### src/rtl/csq_pkg.sv
package csq_pkg;
  typedef enum logic [2:0] {
    CSQ_OFF    = 3'd0,
    CSQ_WAKE   = 3'd1,
    CSQ_ACQ    = 3'd2,
    CSQ_STEADY = 3'd3,
    CSQ_SHUT   = 3'd4
  } csq_state_e;
endpackage

### src/rtl/csq_gate.sv
module csq_gate (
  input  logic enable_i,
  input  logic cfg_done_i,
  input  logic run_in_cfg_i,
  output logic req_o
);
  // Power is requested only when configuration rules permit operation
  assign req_o = enable_i & (run_in_cfg_i | cfg_done_i);
endmodule

### src/rtl/csq_timer.sv
module csq_timer #(
  parameter int CNT_W = 8
) (
  input  logic             clk,
  input  logic             rst,
  input  logic             clr,
  input  logic [CNT_W-1:0] limit,
  output logic             last
);
  localparam int SUM_W = CNT_W + 1;

  logic [CNT_W-1:0] cnt_q;
  logic [SUM_W-1:0] next_elapsed;

  assign next_elapsed = {1'b0, cnt_q} + SUM_W'(1);
  assign last         = next_elapsed >= {1'b0, limit};

  always_ff @(posedge clk) begin
    if (rst || clr) begin
      cnt_q <= '0;
    end else if (!last) begin
      cnt_q <= cnt_q + CNT_W'(1);
    end
  end

  // the phase counter never wraps while a phase is running
  assert_cnt_no_wrap_R4: assert property (@(posedge clk) disable iff (rst)
    (!clr && !last) |=> (cnt_q != '0));
endmodule

### src/rtl/csq_fsm.sv
module csq_fsm
  import csq_pkg::*;
#(
  parameter int CNT_W = 8
) (
  input  logic             clk,
  input  logic             rst,
  input  logic             req,
  input  logic             last,
  input  logic [CNT_W-1:0] wake_cycles,
  input  logic [CNT_W-1:0] acq_cycles,
  input  logic [CNT_W-1:0] shut_cycles,
  output logic [CNT_W-1:0] limit,
  output logic             clr,
  output logic [2:0]       state_o,
  output logic             pwr_o,
  output logic             valid_o
);
  csq_state_e state_q, state_d;
  logic       pwr_q, valid_q;

  always_comb begin
    unique case (state_q)
      CSQ_WAKE: limit = wake_cycles;
      CSQ_ACQ:  limit = acq_cycles;
      CSQ_SHUT: limit = shut_cycles;
      default:  limit = '0;
    endcase
  end

  always_comb begin
    state_d = state_q;
    unique case (state_q)
      CSQ_OFF:    if (req) state_d = CSQ_WAKE;
      CSQ_WAKE:   if (!req) state_d = CSQ_SHUT; else if (last) state_d = CSQ_ACQ;
      CSQ_ACQ:    if (!req) state_d = CSQ_SHUT; else if (last) state_d = CSQ_STEADY;
      CSQ_STEADY: if (!req) state_d = CSQ_SHUT;
      CSQ_SHUT:   if (last) state_d = CSQ_OFF;
      default:    state_d = CSQ_OFF;
    endcase
  end

  assign clr = (state_d != state_q);

  always_ff @(posedge clk) begin
    if (rst) begin
      state_q <= CSQ_OFF;
      pwr_q   <= 1'b0;
      valid_q <= 1'b0;
    end else begin
      state_q <= state_d;
      pwr_q   <= (state_d != CSQ_OFF);
      valid_q <= (state_d == CSQ_STEADY);
    end
  end

  assign state_o = state_q;
  assign pwr_o   = pwr_q;
  assign valid_o = valid_q;

  assert_valid_steady_R6: assert property (@(posedge clk) disable iff (rst)
    valid_q |-> (state_q == CSQ_STEADY));
  assert_off_holds_R2: assert property (@(posedge clk) disable iff (rst)
    (state_q == CSQ_OFF && !req) |=> (state_q == CSQ_OFF));
  assert_drop_to_shut_R7: assert property (@(posedge clk) disable iff (rst)
    (state_q inside {CSQ_WAKE, CSQ_ACQ, CSQ_STEADY} && !req) |=> (state_q == CSQ_SHUT));
  assert_shut_not_cut_R8: assert property (@(posedge clk) disable iff (rst)
    (state_q == CSQ_SHUT && !last) |=> (state_q == CSQ_SHUT));
  assert_pwr_phase_R8: assert property (@(posedge clk) disable iff (rst)
    pwr_q == (state_q != CSQ_OFF));
  assert_code_legal_R10: assert property (@(posedge clk) disable iff (rst)
    state_q inside {CSQ_OFF, CSQ_WAKE, CSQ_ACQ, CSQ_STEADY, CSQ_SHUT});
endmodule

### src/rtl/clkmgr_pwr_seq.sv
module clkmgr_pwr_seq #(
  parameter int CNT_W = 8
) (
  input  logic             clk,
  input  logic             rst,
  input  logic             enable_i,
  input  logic             cfg_done_i,
  input  logic             run_in_cfg_i,
  input  logic [CNT_W-1:0] wake_cycles_i,
  input  logic [CNT_W-1:0] acq_cycles_i,
  input  logic [CNT_W-1:0] shut_cycles_i,
  output logic             pwr_en_o,
  output logic             clk_valid_o,
  output logic [2:0]       status_o
);
  logic             req;
  logic             last;
  logic             clr;
  logic [CNT_W-1:0] limit;

  csq_gate u_gate (
    .enable_i    (enable_i),
    .cfg_done_i  (cfg_done_i),
    .run_in_cfg_i(run_in_cfg_i),
    .req_o       (req)
  );

  csq_timer #(.CNT_W(CNT_W)) u_timer (
    .clk  (clk),
    .rst  (rst),
    .clr  (clr),
    .limit(limit),
    .last (last)
  );

  csq_fsm #(.CNT_W(CNT_W)) u_fsm (
    .clk        (clk),
    .rst        (rst),
    .req        (req),
    .last       (last),
    .wake_cycles(wake_cycles_i),
    .acq_cycles (acq_cycles_i),
    .shut_cycles(shut_cycles_i),
    .limit      (limit),
    .clr        (clr),
    .state_o    (status_o),
    .pwr_o      (pwr_en_o),
    .valid_o    (clk_valid_o)
  );

  // without configuration permission the block never leaves off
  assert_cfg_hold_R3: assert property (@(posedge clk) disable iff (rst)
    (status_o == 3'd0 && !run_in_cfg_i && !cfg_done_i) |=> (status_o == 3'd0));
endmodule

### config.mk
export PLATFORM = sky130hd
export DESIGN_NAME = clkmgr_pwr_seq
export DESIGN_NICKNAME = d
export VERILOG_FILES = /design/src/rtl/csq_pkg.sv /design/src/rtl/csq_gate.sv /design/src/rtl/csq_timer.sv /design/src/rtl/csq_fsm.sv /design/src/rtl/clkmgr_pwr_seq.sv
export SDC_FILE = /design/constraint.sdc
export NUM_CORES = 1
export LEC_CHECK = 0
export BUFFER_PORTS_ARGS = -buffer_cell sky130_fd_sc_hd__buf_2
export CORE_MARGIN = 4
export CORE_UTILIZATION = 55
export CTS_CLUSTER_SIZE = 16
export DETAILED_ROUTE_END_ITERATION = 10
export PLACE_DENSITY = 0.84
export SKIP_CTS_REPAIR_TIMING = 1
export SLEW_MARGIN = 20
export SYNTH_ARGS = -nofsm -noshare
export SYNTH_HDL_FRONTEND = slang
export SYNTH_HIERARCHICAL = 1
export SYNTH_SLANG_ARGS = --single-unit
export TNS_END_PERCENT = 1
### constraint.sdc
create_clock -name clk -period 11.2 [get_ports clk]
set_clock_uncertainty 0.15 [all_clocks]
set_input_delay 1.12 -clock clk [delete_from_list [all_inputs] [get_ports clk]]
set_output_delay 1.12 -clock clk [all_outputs]
set_load 0.1 [all_outputs]
==> results by group <==
Status
  • Status: completed

Finish
  • Layout area overhead: 15.9%
  • Layout cells sized above 1: between 30% and 40%
  • Filler cells: 183
  • Diode count: 0
  • Nets: 205

Die
  • Core area: 1960 um2
  • Die width: 53.6 um
  • Initial Util: 58.2%
  • DIE AREA: 2870 um2
  • # rows: 16
  • IO Pins: 34
  • Chip height: about 54 um

Synth
  • Synth area leader: dfxtp_1
  • Top-area cell type share of the netlist area: between 20% and 30%
  • XOR/XNOR Fraction of Synth Area: 4.61%
  • Top FF cell, synth: dfxtp_1
  • Ys async rst share: 0%
  • Yosys warnings: 6
  • Synth cell types: 39
  • Gate Count Post-Synth: approximately 140
  • Mux contribution to synthesized area: 0%
  • Syn Area/Cell: 8.45 um2
  • Post-Syn Area: 1140 um2
  • Post-synth EDFFs: 0
  • Main combinational cell family by area after synthesis: compound AO/OA/AOI/OAI gates
  • Sequential-to-total area share from yosys stat: 22.8%
  • Simple-gate portion of the synthesized area: 24.7%
  • Register bit total from synthesis: 13
  • Count leader, synth: dfxtp_1
  • Top cells by count, synth: dfxtp_1 (13), nand2_1 (11), a21oi_1 (10), inv_1 (10), o21ai_1 (10)
  • Adder-cell area share of the yosys netlist: 9.87%
  • Post-synthesis net count: roughly 170
  • Compound-gate portion of the synthesized area: between 30 and 40%
  • Area contributors post-synth: dfxtp_1 (23%), ha_1 (9.9%), a22oi_1 (5.3%)

Routing
  • Via density: 5.80
  • Pre-Repair DR Iteration Count: 4
  • Initial drt markers: 18
  • Routed wire length per instance: 13.6 um
  • Remaining antenna violation count: 0
  • Vias post-DR: 1120
  • Detailed Route WL: 2.62 mm
  • Post-route DRC: 0

Timing
  • Final Hold Vio Count: 0
  • Tmin final: 4220 ps
  • Rel. slew slack: 53.4%
  • Final setup fails: 0
  • Part of the cycle the worst path needs: 37.7%
  • RSZ-0062 raised after global routing: no
  • Final setup TNS: 0 ps
  • Count of pins over their slew limit: 0
  • Max Clk Rate: about 0.24 GHz
  • Worst slew pin tran: 694 ps

Clock tree
  • Clock Pin Slew Worst Setup and Hold Paths: 70 ps
  • CTS H-tree lvls: 1
  • CTS root buf: clkbuf_4
  • CTS Buf Count: 3
  • Sink Count: 13
  • Clk buf depth: 2
  • CTS tree: done
  • Clock Latency Late Sink: 270 ps

Placed design
  • I/O Buffers: 33
  • Dpl hpwl: 2.03 mm
  • Gp weighted congestion: 0.800

Setup path
  • CP Launch Type: flop
  • Worst-path fanout max: 16
  • Crit path DAT: 4270 ps
  • CP Capture Type: flop
  • Critical Path RT: 11250 ps
  • Worst reg-to-reg setup slack: 6980 ps
  • Top cell by count, worst path: or2_2
  • Critical path's slowest cell: nor2b_1
  • WS Path Type: flop to flop
  • Largest stage delay on the critical path: 600 ps
  • Crit path cell chain: nor2b_1 -> a22oi_1 -> o21ai_1 -> inv_1 -> ha_1 -> o21a_1 -> o21ai_2 -> o221ai_4 -> or2_2 -> and2b_2 -> a211oi_1 -> o31a_1 -> or2_2 -> a21oi_1

Run
  • Max-cap violations: 0

GRT
  • GRT Util Overall: 19.3%
  • Number of global-route vias before repair: between 1000 and 1500
  • GRT overflow: 0
  • Initial antenna violation count: 0
  • Pin count of the biggest net entering global routing: 17
  • First-pass GRT wire length: 4.17 mm

Power and ir drop
  • Total Power: 0.000152 W
  • Pleak: 0.520 nW
  • Pwr/cell area: 115 nW/um2
  • Max rail drop VDD: 0.0976 mV

Worst hold path
  • Worst hold path type: flop to flop
## cell usage in the layout, fill, tap and decap left out, drive strengths merged, types with 2 or more instances in the layout
cell	instances
or4	6
a21oi	10
o31ai	6
o21a	2
nand2b	3
or3	3
a211oi	3
nand3	4
o21ai	13
or2	3
nand2	11
dfxtp	13
and3	2
and2b	2
clkbuf	4
xnor2	5
buf	33
nor2b	2
a22oi	8
inv	10
ha	9
nor2	5
## routing by layer
| layer | global-route usage [%] | vias to the layer above | wire length [um] |
|---|---|---|---|
| li1 | - | 565 | - |
| met1 | 20.8 | 518 | 1130 |
| met2 | 37.6 | 33 | 1350 |
| met3 | 2.22 | 4 | 125 |
| met4 | 7.66 | 0 | 19 |
| met5 | 0 | - | 0 |
## logic make-up after synthesis
| logic type | Yosys count |
|---|---|
| AOI/OAI and AO/OA | 47 |
| DFF | 13 |
| and+or+nand+nor | 44 |
| adders and majority gates | 9 |
| xor gates and xnor gates | 6 |
| buffers and inverters | 16 |
## through the flow
stage / setup slack, ps / area, um2 / util [%] / instances / hold WS [ps]
2_1_floorplan: 6850 / 1140 / - / 135 / 327
3_3_place_gp: 6930 / 1290 / 65.6 / 189 / 354
3_5_place_dp: 6720 / 1290 / 65.6 / 189 / 362
4_1_cts: 6730 / 1310 / 67.0 / 193 / 373
5_1_grt: 6630 / 1320 / 67.4 / 193 / 410
6_report: 6980 / 1320 / 67.4 / 193 / 376
## final timing paths
kind	startpoint	to	cells after the start
max	u_fsm/state_o[0]	u_timer/cnt_q[6]	14
max reg2reg	u_fsm/state_o[0]	u_timer/cnt_q[6]	14
min	u_timer/cnt_q[7]	u_timer/cnt_q[7]	2
min reg2reg	u_timer/cnt_q[7]	u_timer/cnt_q[7]	2
## worst max-delay path, delay by kind of cell, from the launching register on
family	cells	cell delay, ps
AO/OA/AOI/OAI	8	1500
flip-flops	1	510
AND/OR/NAND/NOR	4	1640
adder cells (fa/ha/maj)	1	290
buffers and inverters	1	60
## layout make-up
| cell class | count | area [um2] | share of cell area (%) |
|---|---|---|---|
| multi-input combinational | 106 | 800 | 60.5 |
| tap | 27 | 33.8 | 2.55 |
| sequential | 13 | 260 | 19.7 |
| clock buffer | 4 | 26.3 | 1.99 |
| inverter | 10 | 37.5 | 2.84 |
| timing repair buffer | 33 | 165 | 12.5 |
## sequential cells by signal (all words and copies together) (netlist names)
signal	count
u_timer/cnt_q	8
u_fsm/pwr_o	1
u_fsm/state_o	3
u_fsm/valid_o	1
## power by group
group,leakage [nW],total [W],internal [W],switching [W]
sequential,0.105,0.0000532,0.0000489,0.00000438
clock,0.0150,0.0000281,0.0000138,0.0000143
combinational,0.400,0.0000703,0.0000290,0.0000413
(Power assumes the default switching activity.)
